`config.mk`:
```
export PLATFORM = sky130hd
export DESIGN_NAME = pio_group
export DESIGN_NICKNAME = d
export VERILOG_FILES = /design/src/rtl/pio_pkg.sv /design/src/rtl/pio_ctrl.sv /design/src/rtl/pio_latch.sv /design/src/rtl/pio_rdmux.sv /design/src/rtl/pio_group.sv
export SDC_FILE = /design/constraint.sdc
export NUM_CORES = 1
export LEC_CHECK = 0
export ABC_CLOCK_PERIOD_IN_PS = 2700
export CAP_MARGIN = 0
export CORE_MARGIN = 4
export CORE_UTILIZATION = 35
export DETAILED_ROUTE_END_ITERATION = 7
export PLACE_DENSITY_LB_ADDON = 0.3
export SETUP_SLACK_MARGIN = 0.3
export SYNTH_ARGS = -nofsm -noshare
export SYNTH_HDL_FRONTEND = slang
export SYNTH_SLANG_ARGS = --single-unit
```
`constraint.sdc`:
```
create_clock -name clk -period 2.7 [get_ports clk]
set_input_delay 0.54 -clock clk [delete_from_list [all_inputs] [get_ports clk]]
set_output_delay 0.54 -clock clk [all_outputs]
set_load 0.02 [all_outputs]
```
`src/rtl/pio_pkg.sv`:
```
package pio_pkg;
    localparam int BYTE_W    = 8;
    localparam int NUM_PORTS = 3;
    localparam int LINES     = BYTE_W * NUM_PORTS;
    localparam int NIB_W     = BYTE_W / 2;
    localparam int ADDR_W    = 3;

    localparam logic [ADDR_W-1:0] OFS_CTRL = 3'd3;
    localparam logic [ADDR_W-1:0] OFS_BUF  = 3'd4;

    localparam int CB_CLO = 0;
    localparam int CB_B   = 1;
    localparam int CB_CHI = 3;
    localparam int CB_A   = 4;
    localparam int CB_SET = 7;

    typedef struct packed {
        logic a_in;
        logic b_in;
        logic chi_in;
        logic clo_in;
    } dir_cfg_t;

    localparam dir_cfg_t DIR_RESET = '{a_in: 1'b1, b_in: 1'b1, chi_in: 1'b1, clo_in: 1'b1};

    function automatic dir_cfg_t decode_ctrl(input logic [BYTE_W-1:0] b);
        dir_cfg_t d;
        d.a_in   = b[CB_A];
        d.b_in   = b[CB_B];
        d.chi_in = b[CB_CHI];
        d.clo_in = b[CB_CLO];
        return d;
    endfunction

    function automatic logic [LINES-1:0] input_mask(input dir_cfg_t d);
        return {{NIB_W{d.chi_in}}, {NIB_W{d.clo_in}}, {BYTE_W{d.b_in}}, {BYTE_W{d.a_in}}};
    endfunction
endpackage

```
`src/rtl/pio_ctrl.sv`:
```
module pio_ctrl
    import pio_pkg::*;
(
    input  logic              clk,
    input  logic              rst,
    input  logic              ctrl_wr,
    input  logic              buf_wr,
    input  logic [BYTE_W-1:0] wdata,
    output dir_cfg_t          dir,
    output logic              buf_dis
);
    always_ff @(posedge clk) begin
        if (rst) begin
            dir     <= DIR_RESET;
            buf_dis <= 1'b0;
        end else if (ctrl_wr) begin
            buf_dis <= wdata[CB_SET];
            if (wdata[CB_SET]) dir <= decode_ctrl(wdata);
        end else if (buf_wr) begin
            buf_dis <= wdata[CB_SET];
        end
    end


    mode_set_disables_chk: assert property (@(posedge clk) disable iff (rst)
        (ctrl_wr && wdata[CB_SET]) |=> buf_dis);

    plain_ctrl_keeps_dir_chk: assert property (@(posedge clk) disable iff (rst)
        (ctrl_wr && !wdata[CB_SET]) |=> ($stable(dir) && !buf_dis));

    buf_reg_keeps_dir_chk: assert property (@(posedge clk) disable iff (rst)
        buf_wr |=> $stable(dir));
endmodule

```
`src/rtl/pio_latch.sv`:
```
module pio_latch
    import pio_pkg::*;
#(
    parameter int W = BYTE_W,
    parameter int N = NUM_PORTS
) (
    input  logic           clk,
    input  logic           rst,
    input  logic [N-1:0]   port_wr,
    input  logic           clear,
    input  logic [W-1:0]   wdata,
    output logic [N*W-1:0] latch
);
    for (genvar p = 0; p < N; p++) begin : g_port
        always_ff @(posedge clk) begin
            if (rst || clear)     latch[p*W +: W] <= '0;
            else if (port_wr[p])  latch[p*W +: W] <= wdata;
        end
    end


    clear_zeroes_chk: assert property (@(posedge clk) disable iff (rst)
        clear |=> (latch == '0));

    one_port_chk: assert property (@(posedge clk) disable iff (rst)
        $onehot0(port_wr));
endmodule

```
`src/rtl/pio_rdmux.sv`:
```
module pio_rdmux
    import pio_pkg::*;
(
    input  logic [ADDR_W-1:0] addr,
    input  logic [LINES-1:0]  latch,
    input  logic [LINES-1:0]  pad_in,
    input  logic [LINES-1:0]  in_mask,
    output logic [BYTE_W-1:0] rdata
);
    logic [LINES-1:0] view;

    always_comb begin
        view  = (pad_in & in_mask) | (latch & ~in_mask);
        rdata = '0;
        for (int p = 0; p < NUM_PORTS; p++)
            if (addr == ADDR_W'(p)) rdata = view[p*BYTE_W +: BYTE_W];
    end
endmodule

```
`src/rtl/pio_group.sv`:
```
module pio_group
    import pio_pkg::*;
(
    input  logic              clk,
    input  logic              rst,
    input  logic [2:0]        bus_addr,
    input  logic              bus_wr,
    input  logic [7:0]        bus_wdata,
    output logic [7:0]        bus_rdata,
    input  logic              strap_buf_on,
    input  logic [23:0]       pad_in,
    output logic [23:0]       pad_out,
    output logic [23:0]       pad_dir,
    output logic [23:0]       pad_oe,
    output logic              buf_en
);
    dir_cfg_t             dir;
    logic                 buf_dis;
    logic                 ctrl_wr;
    logic                 buf_wr;
    logic [NUM_PORTS-1:0] port_wr;
    logic [LINES-1:0]     latch;

    assign ctrl_wr = bus_wr && (bus_addr == OFS_CTRL);
    assign buf_wr  = bus_wr && (bus_addr == OFS_BUF);

    for (genvar p = 0; p < NUM_PORTS; p++) begin : g_dec
        assign port_wr[p] = bus_wr && (bus_addr == ADDR_W'(p));
    end

    pio_ctrl u_ctrl (
        .clk     (clk),
        .rst     (rst),
        .ctrl_wr (ctrl_wr),
        .buf_wr  (buf_wr),
        .wdata   (bus_wdata),
        .dir     (dir),
        .buf_dis (buf_dis)
    );

    pio_latch #(.W(BYTE_W), .N(NUM_PORTS)) u_latch (
        .clk     (clk),
        .rst     (rst),
        .port_wr (port_wr),
        .clear   (ctrl_wr && bus_wdata[CB_SET]),
        .wdata   (bus_wdata),
        .latch   (latch)
    );

    assign pad_dir = input_mask(dir);
    assign buf_en  = strap_buf_on || !buf_dis;
    assign pad_out = latch;
    assign pad_oe  = ~pad_dir & {LINES{buf_en}};

    pio_rdmux u_rd (
        .addr    (bus_addr),
        .latch   (latch),
        .pad_in  (pad_in),
        .in_mask (pad_dir),
        .rdata   (bus_rdata)
    );


    oe_only_outputs_chk: assert property (@(posedge clk) disable iff (rst)
        (pad_oe & pad_dir) == '0);

    oe_off_when_disabled_chk: assert property (@(posedge clk) disable iff (rst)
        !buf_en |-> (pad_oe == '0));

    strap_forces_on_chk: assert property (@(posedge clk) disable iff (rst)
        strap_buf_on |-> buf_en);
endmodule

```
# Word-level counts from Yosys, hierarchy flattened
# Index checks and enable logic that the tools add are counted.
[classes] n_eq_ne=4 n_mux=5 bitwise_logic=5 reduce_logical=12
[ops] op="bitwise AND 24 bit" n=3
[ops] op="2-to-1 mux 8 bit" n=3
[ops] op="NOT 24 bit" n=1
[ops] op="bitwise OR 24 bit" n=1
[ops] op="equality test 3 x 2 -> 1 bit, second input constant" n=2
[ops] op="logical AND 1 bit" n=6
[ops] op="equality test 3 x 1 -> 1 bit, second input constant" n=1
[ops] op="equality test 3 bit, second input constant" n=1
[ops] op="zero test 3 bit" n=1
[ops] op="logical OR 1 bit" n=2
[ops] op="2-to-1 mux 1 bit" n=2
[ops] op="AND reduction 2 bit" n=1
[ops] op="nonzero test 2 bit" n=1
[ops] op="zero test 1 bit" n=1
[word_totals] register_bits=29 inputBits=39 wordCells=34

# Logic depth before layout (Yosys ltp)
# Gate-level depths: netlist (run 1).
[logic_depth] ltp_word=6 mapped_depth=6

# Hierarchy
# A second synthesis (run 1) with hierarchy kept.
[hier_totals] cells_unflattened=203 hier_area_um2=1918.1
[by_module_without_submodules] module="pio_latch" instances=1 cells_each=79 area_each_um2=894.6 seq_area_each_um2=480.5
[by_module_without_submodules] module="pio_rdmux" instances=1 cells_each=53 area_each_um2=439.2 seq_area_each_um2=0.0
[by_module_without_submodules] module="pio_group" instances=1 cells_each=54 area_each_um2=396.6 seq_area_each_um2=0.0
[by_module_without_submodules] module="pio_ctrl" instances=1 cells_each=17 area_each_um2=187.7 seq_area_each_um2=100.1

# Least setup slack after synthesis (run 1)
# No wires, ideal clock.
[synth_timing] kind="in2out" from="in bus_addr[0]" to="out bus_rdata[0]" t_arrival_ps=1554 required_ps=2160 setup_slack_ps=606 cell_stages=4 path_buffers=1 path_cell_list="buf_2 nor3b_2 nand2_1 a22oi_1"
[synth_between] elab_chain_len=4
[synth_rtl] element="start: declaration" line="pio_group.sv:6" text="input logic [2:0] bus_addr,"
[synth_rtl] element="zero test 3 bit" line="pio_rdmux.sv:16" text="if (addr == ADDR_W'(p)) rdata = view[p*BYTE_W +: BYTE_W];"
[synth_rtl] element="2-to-1 mux 8 bit (2 in series)" line="pio_rdmux.sv:16"
[synth_rtl] element="2-to-1 mux 8 bit (*)" line="pio_rdmux.sv:16"
[synth_rtl] element="end: declaration" line="pio_group.sv:9" text="output logic [7:0] bus_rdata,"
# Mark *: on every way between the ends. The rest lies on a longest branch, timed or not.

# Worst setup path after layout (run 1)
[layout_timing] from="in pad_in[1]" to="out bus_rdata[1]"
[layout_between] elab_chain_len=5
[layout_rtl] element="start: declaration" line="pio_group.sv:11" text="input logic [23:0] pad_in,"
[layout_rtl] element="bitwise AND 24 bit" line="pio_rdmux.sv:13" text="view = (pad_in & in_mask) | (latch & ~in_mask);"
[layout_rtl] element="bitwise OR 24 bit" line="pio_rdmux.sv:13"
[layout_rtl] element="2-to-1 mux 8 bit (3 in series)" line="pio_rdmux.sv:16"
# Every way passes these cells.

==> results.cfg, run 1 <==
[run]
cap_violations = 0

[clock_tree]
numCtsBuffers = 5
path_clk_slew_ns = 0.06
h-tree-depth = 2
cts_tree = yes
cts.path.max_buffers = 2
clk_latency_ns = 0.27
clkSinkCount = 29
cts-root-buf = clkbuf_8

[route]
vias = 1812
avgViaCountPerCell = 4.83
drc = 0
drt-total-wl_um = 5870
ant_nets = 0
dr.pass1.iters = 4
initialDrtViolationCount = 60
routedWlPerCell_um = 15.7

[logic_synthesis]
synthArstFlopShare_pct = 0
synth_top_cell_by_area = dfxtp_1
synth_edf_count = 0
synth.net_count = 256
syn_area_per_cell_um2 = 9.05
synthFlopType = dfxtp_1
yosys_warnings = 0
synth.area.top_cells = dfxtp_1 30%, buf_4 15%, mux2i_1 13%
synth.cell_area_mm2 = 0.00196
syn-instance-count = 217
synth_seq_cells = 29
yosys.cell_types.count = 31
seq_area_frac_synth_pct = 29.6
synth_top_area_share_pct = 29.6

[pwr]
power.density_mw_per_mm2 = 348
p_leak_nw = 1.27
max-vdd-ir-drop_mv = 0.163

[sta]
slew-limit-headroom_pct = 63.4
slew_viol_final = 0
fmax_mhz = 425
period_share_pct = 87.2
hold_violations = 0
setup_violations = 0
fin_skew_ns = 0
tightest_slew_ns = 0.549
rsz0062_at_grt = false
holdWs_ns = 0.473
fin_crit_ns = 2.35

[layout]
final_layout_size_suffix_gt1_share_pct = 22.8
final_nets = 341
fillCellCount = 508
most-common-layout-cells = 84 x clkdlybuf4s50_1, 28 x dfxtp_1, 25 x mux2i_1, 25 x dlygate4sd2_1, 24 x nand2_1
diodes = 0
seq_area_um2 = 582
instances_no_fill = 375
multi_input_area_mm2 = 0.00101
synthToLayoutAreaGrowth_pct = 53.8
final_common_cell = clkdlybuf4s50_1

[grt]
grt_max_degree = 25
grt_pass1_vias = 1796
use_met1_pct = 18.9
grt_antenna_before_repair = 0
grt_pass1_wl_um = 9100
grt-ovfl-total = 0
globalRouteMet2Util_pct = 28.4
grtUsageTotal_pct = 16.4
met3_usage_pct = 5.65
top_usage_layer = met2

[min_path]
hold_depth = 2
worst_hold_path_type = flip-flop to flip-flop

[place]
io_buffers = 119
post-dp-hpwl_um = 4500
placedCellCount = 365
gp_congestion = 0.791

[worst_setup_path]
arrival_ns = 1.81
worst-path-buf-inv = 2
worst-r2r-cell-count = 3
critPathKind = input pin to output pin
worstPathCellList = clkdlybuf4s50_1 -> mux2_2 -> o21ai_1 -> a22oi_1 -> clkdlybuf4s15_2
required_ns = 2.16
crit_family = buffers and inverters
startpoint_type = input pin
critPathMaxFanout = 1
crit_cells = 5
cpPeakStageDelay_ns = 0.40
crit_slowest_cell = clkdlybuf4s50_1
end_kind = output pin

[status]
status = finished clean

[die]
die_h_um = 82.9
die-area_mm2 = 0.00687
io_pins = 120
rows = 27
initial_core_util_pct = 35.9
core_area_mm2 = 0.00547
die_w_um = 82.9
==> metrics by stage <==
| step | area [um2] | util (%) | setup slack, ns | total power, mW | setup TNS (ns) |
|---|---|---|---|---|---|
| 2_1_floorplan | 1960 | - | 0.606 | 0.600 | 0 |
| 3_3_place_gp | 2940 | 53.8 | -0.273 | 0.728 | -2.17 |
| 3_5_place_dp | 2940 | 53.8 | -0.323 | 0.730 | -2.46 |
| 4_1_cts | 3040 | 55.6 | 0.188 | 1.06 | 0 |
| 5_1_grt | 3020 | 55.2 | 0.302 | 1.09 | 0 |
| 6_report | 3020 | 55.2 | 0.345 | 1.05 | 0 |
==> state kept, by name, indices dropped and copies added, names as in the netlist <==
name,count
u_latch.latch,24
u_ctrl.buf_dis,1
u_ctrl.dir,4
==> layout make-up <==
| class | count | share of cell area (%) |
|---|---|---|
| timing repair buffer | 133 | 41.3 |
| tap | 72 | 2.98 |
| clock inverter | 2 | 0.332 |
| multi-input combinational | 132 | 33.6 |
| clock buffer | 6 | 2.40 |
| inverter | 1 | 0.124 |
| sequential | 29 | 19.3 |
==> where the power goes <==
part | switching (mW) | total [mW] | internal (mW)
Clock | 0.159 | 0.337 | 0.178
Combinational | 0.125 | 0.265 | 0.140
Sequential | 0.0113 | 0.449 | 0.437
==> Yosys cell counts, types with 2 or more instances <==
cell,n
dfxtp_1,29
nand2_1,24
a21boi_0,4
mux2i_1,25
a21oi_1,4
buf_4,40
a311o_1,4
buf_2,7
nand2b_1,2
a22oi_1,8
nor3b_2,2
o21ai_0,8
clkbuf_1,3
nor2_2,5
mux2_2,16
a21oi_2,4
nor2_1,15
buf_6,4
==> worst reg2reg max path: stages, from the launching register on <==
cell and delay, ns:
dfxtp_2 0.38, buf_4 0.19, a21boi_0 0.12, a311o_1 0.33
==> what timing repair did <==
action | CTS | global route
endpoints found under the setup margin | 33 | 9
hold buffers | 0 | 0
endpoints found under the hold margin | 0 | 0
buffers inserted | 2 | 0
pin swaps | 0 | 1
gates resized for setup | 59 | 14
==> per-layer routing <==
layer,vias to the layer above,wire (um)
li1,876,-
met1,830,2450
met2,97,2770
met3,9,573
met4,0,77
met5,-,0
==> logic make-up (layout without fill, tap and decap cells) <==
group                  count (synthesis)  in the layout  share of synthesized area, %
AOI/OAI and AO/OA                     34             34                          12.5
buffers and inverters                 56            142                          20.4
DFF                                   29             29                          29.6
muxes                                 41             41                          21.9
and+or+nand+nor                       57             57                          15.6
==> path summary, 6_finish.rpt <==
kind | from | to | slack [ns]
setup reg to reg | u_ctrl.dir[3] | u_ctrl.dir[3] | 1.57
hold reg to reg | u_latch.latch[0] | u_latch.latch[0] | 0.47
setup / recovery | pad_in[1] | bus_rdata[1] | 0.35
hold / removal | u_latch.latch[0] | u_latch.latch[0] | 0.47
No activity file was read; power rests on OpenSTA's default activity.
==> run 2, diff against run 1 <==
--- a/config.mk
+++ b/config.mk
@@ -7,10 +7,10 @@
 export LEC_CHECK = 0
 export ABC_CLOCK_PERIOD_IN_PS = 2700
 export CAP_MARGIN = 0
-export CORE_MARGIN = 4
+export CORE_MARGIN = 3
 export CORE_UTILIZATION = 35
 export DETAILED_ROUTE_END_ITERATION = 7
-export PLACE_DENSITY_LB_ADDON = 0.3
+export PLACE_DENSITY = 0.84
 export SETUP_SLACK_MARGIN = 0.3
 export SYNTH_ARGS = -nofsm -noshare
 export SYNTH_HDL_FRONTEND = slang
==> run 2 against run 1 <==
Effect of this change: routed wire length rose by 1.3%; critical path depth did not move; largest power group is now clock; cell count is 0.27% lower; die area shrank 4.8%; total power increased by 12%.
==> results.cfg, run 2 (synthesized netlist as in run 1, its figures left out) <==
[clock_tree]
clk_latency_ns = 0.28
ctsHoldBuffers = 0
cts-root-buf = clkbuf_8
numCtsBuffers = 5
cts_tree = yes
path_clk_slew_ns = 0.06
h-tree-depth = 2
clkSinkCount = 29
cts.path.max_buffers = 2

[pwr]
switchingPower_mw = 0.301
power.density_mw_per_mm2 = 386
netSwitchingFraction_pct = 25.5
seqPwrFrac_pct = 38.1
internal_power_mw = 0.879
max-vdd-ir-drop_mv = 0.338
p_leak_nw = 1.30
comb_power_share_pct = 22.3
power_frac_clock_pct = 39.6

[worst_setup_path]
critPathMaxFanout = 4
arrival_ns = 1.81
end_kind = output pin
startpoint_type = input pin
r2r-start = u_ctrl.dir[3]
critPathKind = input pin to output pin
required_ns = 2.16
crit_path_start = strap_buf_on

[sta]
fin_skew_ns = 0
rsz0062_at_grt = true
slew_viol_final = 0
fmax_mhz = 426
tightest_slew_ns = 0.573
holdWs_ns = 0.477
setup_ws_ns = 0.352
hold_violations = 0
slew-limit-headroom_pct = 61.8
setup_violations = 0
period_share_pct = 87.0
fin_crit_ns = 2.35

[grt]
globalRouteMet2Util_pct = 32.7
grt_max_degree = 25
grt_pass1_vias = 1809
grt_pass1_wl_um = 9250
met3_usage_pct = 4.43
use_met1_pct = 22.0
grt-ovfl-total = 0
grtUsageTotal_pct = 18.4
grt_antenna_before_repair = 0
top_usage_layer = met2

[die]
die_w_um = 80.9
die-area_mm2 = 0.00654
initial_core_util_pct = 37.3
core_area_mm2 = 0.00527
rows = 26
die_h_um = 80.9
io_pins = 120

[layout]
final_nets = 342
diodes = 0
fillCellCount = 478
most-common-layout-cells = 83 x clkdlybuf4s50_1, 27 x dfxtp_1, 26 x dlygate4sd2_1, 25 x mux2i_1, 24 x nand2_1
final_common_cell = clkdlybuf4s50_1
largestRegisters = u_latch.latch (24), u_ctrl.dir (4), u_ctrl.buf_dis (1)
largest_reg_flops = 24
final_layout_size_suffix_gt1_share_pct = 22.0
synthToLayoutAreaGrowth_pct = 55.8
regMostFlops = u_latch.latch

[min_path]
min-delay-start = u_latch.latch[5]
worst_hold_path_type = flip-flop to flip-flop

[route]
drc = 0
avgViaCountPerCell = 4.89
initialDrtViolationCount = 64
dr.pass1.iters = 4
ant_nets = 0
drt-total-wl_um = 5950
vias = 1827
routedWlPerCell_um = 15.9

[place]
io_buffers = 119
gp_congestion = 0.790
post-dp-hpwl_um = 4460
dp_slack_ns = -0.250

[status]
status = finished clean

[run]
cap_violations = 0
run 2: final timing paths:
| check | cells past startpoint | to | slack (ns) |
|---|---|---|---|
| setup reg to reg | 3 | u_ctrl.dir[3] | 1.56 |
| hold / removal | 2 | u_latch.latch[5] | 0.48 |
| setup / recovery | 5 | pad_oe[22] | 0.35 |
| hold reg to reg | 2 | u_latch.latch[5] | 0.48 |
run 2: repair_timing:
item	4_1_cts	5_1_grt
pin swaps	0	1
hold endpoints to repair	0	0
gates resized for setup	67	6
setup buffers	1	0
setup endpoints to repair	34	10
run 2: cell type report:
| type | count | area, um2 | area share [%] |
|---|---|---|---|
| Multi-Input combinational cell | 132 | 1010 | 32.9 |
| Clock inverter | 1 | 30.0 | 0.982 |
| Tap cell | 70 | 87.6 | 2.86 |
| Inverter | 1 | 3.75 | 0.123 |
| Timing Repair Buffer | 134 | 1260 | 41.2 |
| Sequential cell | 29 | 583 | 19.1 |
| Clock buffer | 7 | 86.3 | 2.82 |
run 2: power by group through the flow:
stage	logic [mW]	clock network [mW]	registers (mW)
2_1_floorplan	0.136	0	0.464
3_3_place_gp	0.266	0	0.458
3_5_place_dp	0.271	0	0.459
4_1_cts	0.264	0.470	0.449
5_1_grt	0.282	0.486	0.451
6_report	0.263	0.467	0.449
run 2: layer usage:
metal | vias up | wire (um)
li1 | 880 | -
met2 | 93 | 2900
met4 | 0 | 59
met3 | 8 | 507
met5 | - | 0
met1 | 846 | 2490
run 2: worst max-delay path, cell delays in order:
cell             delay (ns)
clkdlybuf4s50_1        0.50
nor2b_4                0.06
buf_4                  0.13
nor2_1                 0.19
dlygate4sd2_1          0.37
run 2: stage by stage:
step	total power [mW]	utilization, %	TNS (ns)	instances	area [um2]
floorplan	0.600	-	0	217	1960
global placement	0.725	56.1	-1.88	365	2960
detailed placement	0.729	56.1	-2.02	365	2960
CTS	1.18	58.0	0	374	3050
global route	1.22	58.0	0	374	3060
finish	1.18	58.0	0	374	3060
==> run 3, diff against run 2 <==
--- a/config.mk
+++ b/config.mk
@@ -9,9 +9,12 @@
 export CAP_MARGIN = 0
 export CORE_MARGIN = 3
 export CORE_UTILIZATION = 35
+export CTS_CLUSTER_DIAMETER = 100
 export DETAILED_ROUTE_END_ITERATION = 7
 export PLACE_DENSITY = 0.84
 export SETUP_SLACK_MARGIN = 0.3
+export SKIP_CTS_REPAIR_TIMING = 1
+export SLEW_MARGIN = 10
 export SYNTH_ARGS = -nofsm -noshare
 export SYNTH_HDL_FRONTEND = slang
 export SYNTH_SLANG_ARGS = --single-unit
==> run 3 against run 2 <==
Effect of this change: combinational power increased by 3%; cell area increased by 4.4%; routed wire length increased by 1.4%; total power increased by 0.60%; critical endpoint is now bus_rdata[1]; largest power group unchanged.
==> results.cfg, run 3 (synthesized netlist as in run 1, its figures left out) <==
[status]
status = finished clean

[worst_setup_path]
crit_slowest_cell = clkdlybuf4s50_1
reg2reg_to = u_ctrl.dir[3]
crit_family = buffers and inverters
crit_path_end = bus_rdata[1]
worstPathCellList = clkdlybuf4s50_1 -> mux2_2 -> o21ai_0 -> a22oi_1 -> dlymetal6s2s_1
worst-r2r-cell-count = 3
end_kind = output pin
worst-path-buf-inv = 2
critPathMaxFanout = 1
required_ns = 2.16
reg2reg_setup_slack_ns = 1.55
crit_cells = 5
crit_path_start = pad_in[1]
cpPeakStageDelay_ns = 0.39
r2r-start = u_ctrl.dir[3]
arrival_ns = 1.74
critPathKind = input pin to output pin
startpoint_type = input pin

[route]
drt-total-wl_um = 6030
routedWlPerCell_um = 16.1
avgViaCountPerCell = 4.91
initialDrtViolationCount = 56
ant_nets = 0
drc = 0
vias = 1837
dr.pass1.iters = 4

[layout]
diodes = 0
final_common_cell = clkdlybuf4s50_1
most-common-layout-cells = 83 x clkdlybuf4s50_1, 33 x dlymetal6s2s_1, 27 x dfxtp_1, 25 x mux2i_1, 24 x nand2_1
fin_area_mm2 = 0.00319
final_nets = 342
largestRegisters = u_latch.latch (24), u_ctrl.dir (4), u_ctrl.buf_dis (1)
final_layout_size_suffix_gt1_share_pct = 20.4
largest_reg_flops = 24
utilization_pct = 60.6
regMostFlops = u_latch.latch
fillCellCount = 437
synthToLayoutAreaGrowth_pct = 62.7

[sta]
rsz0062_at_grt = false
slew-limit-headroom_pct = 62.0
period_share_pct = 84.5
fin_crit_ns = 2.28
hold_violations = 0
setup_violations = 0
slew_viol_final = 0
holdWs_ns = 0.479
fin_skew_ns = 0
fmax_mhz = 438
tightest_slew_ns = 0.569

[die]
die_w_um = 80.9
rows = 26
core_area_mm2 = 0.00527
initial_core_util_pct = 37.3
io_pins = 120
die_h_um = 80.9
die-area_mm2 = 0.00654

[run]
cap_violations = 0

[grt]
grt_pass1_wl_um = 9210
grtUsageTotal_pct = 18.3
grt_pass1_vias = 1804
grt_max_degree = 25
grt-ovfl-total = 0
grt_antenna_before_repair = 0

[place]
io_buffers = 119
post_dp_cell_area_mm2 = 0.00296
post-dp-hpwl_um = 4460
gp_congestion = 0.790

[min_path]
hold_depth = 2
worst_hold_path_type = flip-flop to flip-flop

[clock_tree]
cts.path.max_buffers = 2
numCtsBuffers = 5
clkSinkCount = 29
h-tree-depth = 2
clk_latency_ns = 0.28
path_clk_slew_ns = 0.06
cts-root-buf = clkbuf_8
cts_tree = yes

[pwr]
max-vdd-ir-drop_mv = 0.338
power.density_mw_per_mm2 = 372
p_leak_nw = 1.71
## run 3: changes by cell type in the layout (fill, tap and decap cells not counted)
cell             change
dlygate4sd2_1       -26
clkdlybuf4s15_1      -1
buf_4                -3
nor2_4               +1
clkbuf_2             +2
buf_2                -4
nor2_2               -1
dlymetal6s2s_1      +32
## run 3: layer usage
| metal | routed length (um) | vias to the layer above | track usage, % |
|---|---|---|---|
| met5 | 0 | - | 0 |
| met4 | 53 | 0 | 5.07 |
| met3 | 548 | 6 | 4.55 |
| met2 | 2880 | 96 | 32.0 |
| met1 | 2550 | 856 | 22.1 |
| li1 | - | 879 | - |
## run 3: power by group
group | leakage (nW) | internal, mW | switching (mW)
Combinational | 1.42 | 0.148 | 0.123
Clock | 0.0585 | 0.300 | 0.166
Sequential | 0.234 | 0.437 | 0.0118
Total | 1.71 | 0.886 | 0.301
## run 3: worst min path at each step
stage | from | endpoint
floorplan | u_ctrl.buf_dis | u_ctrl.buf_dis
global placement | u_latch.latch[0] | u_latch.latch[0]
detailed placement | u_latch.latch[3] | u_latch.latch[3]
CTS | u_latch.latch[5] | u_latch.latch[5]
global route | u_latch.latch[3] | u_latch.latch[3]
finish | u_latch.latch[5] | u_latch.latch[5]
## run 3: layout make-up
type | instances | area [um2] | area share, %
clock buffers | 7 | 86.3 | 2.70
clock inverters | 1 | 30.0 | 0.940
repair buffers | 134 | 1390 | 43.5
inverters | 1 | 3.75 | 0.118
multi-input cells | 132 | 1010 | 31.7
flip-flops and latches | 29 | 583 | 18.3
well taps | 70 | 87.6 | 2.74
## run 3: worst min-delay path: cells and delay by family, from the launching register on
family	cells	cell delay (ns)
compound gates	1	0.05
simple gates	1	0.06
flops	1	0.32
## run 3: metrics by stage
step | setup TNS [ns] | total power [mW] | setup slack (ns) | cells
6_report | 0 | 1.19 | 0.418 | 374
5_1_grt | 0 | 1.23 | 0.351 | 374
4_1_cts | -2.13 | 1.19 | -0.268 | 373
3_5_place_dp | -2.02 | 0.729 | -0.250 | 365
3_3_place_gp | -1.88 | 0.725 | -0.238 | 365
2_1_floorplan | 0 | 0.600 | 0.606 | 217
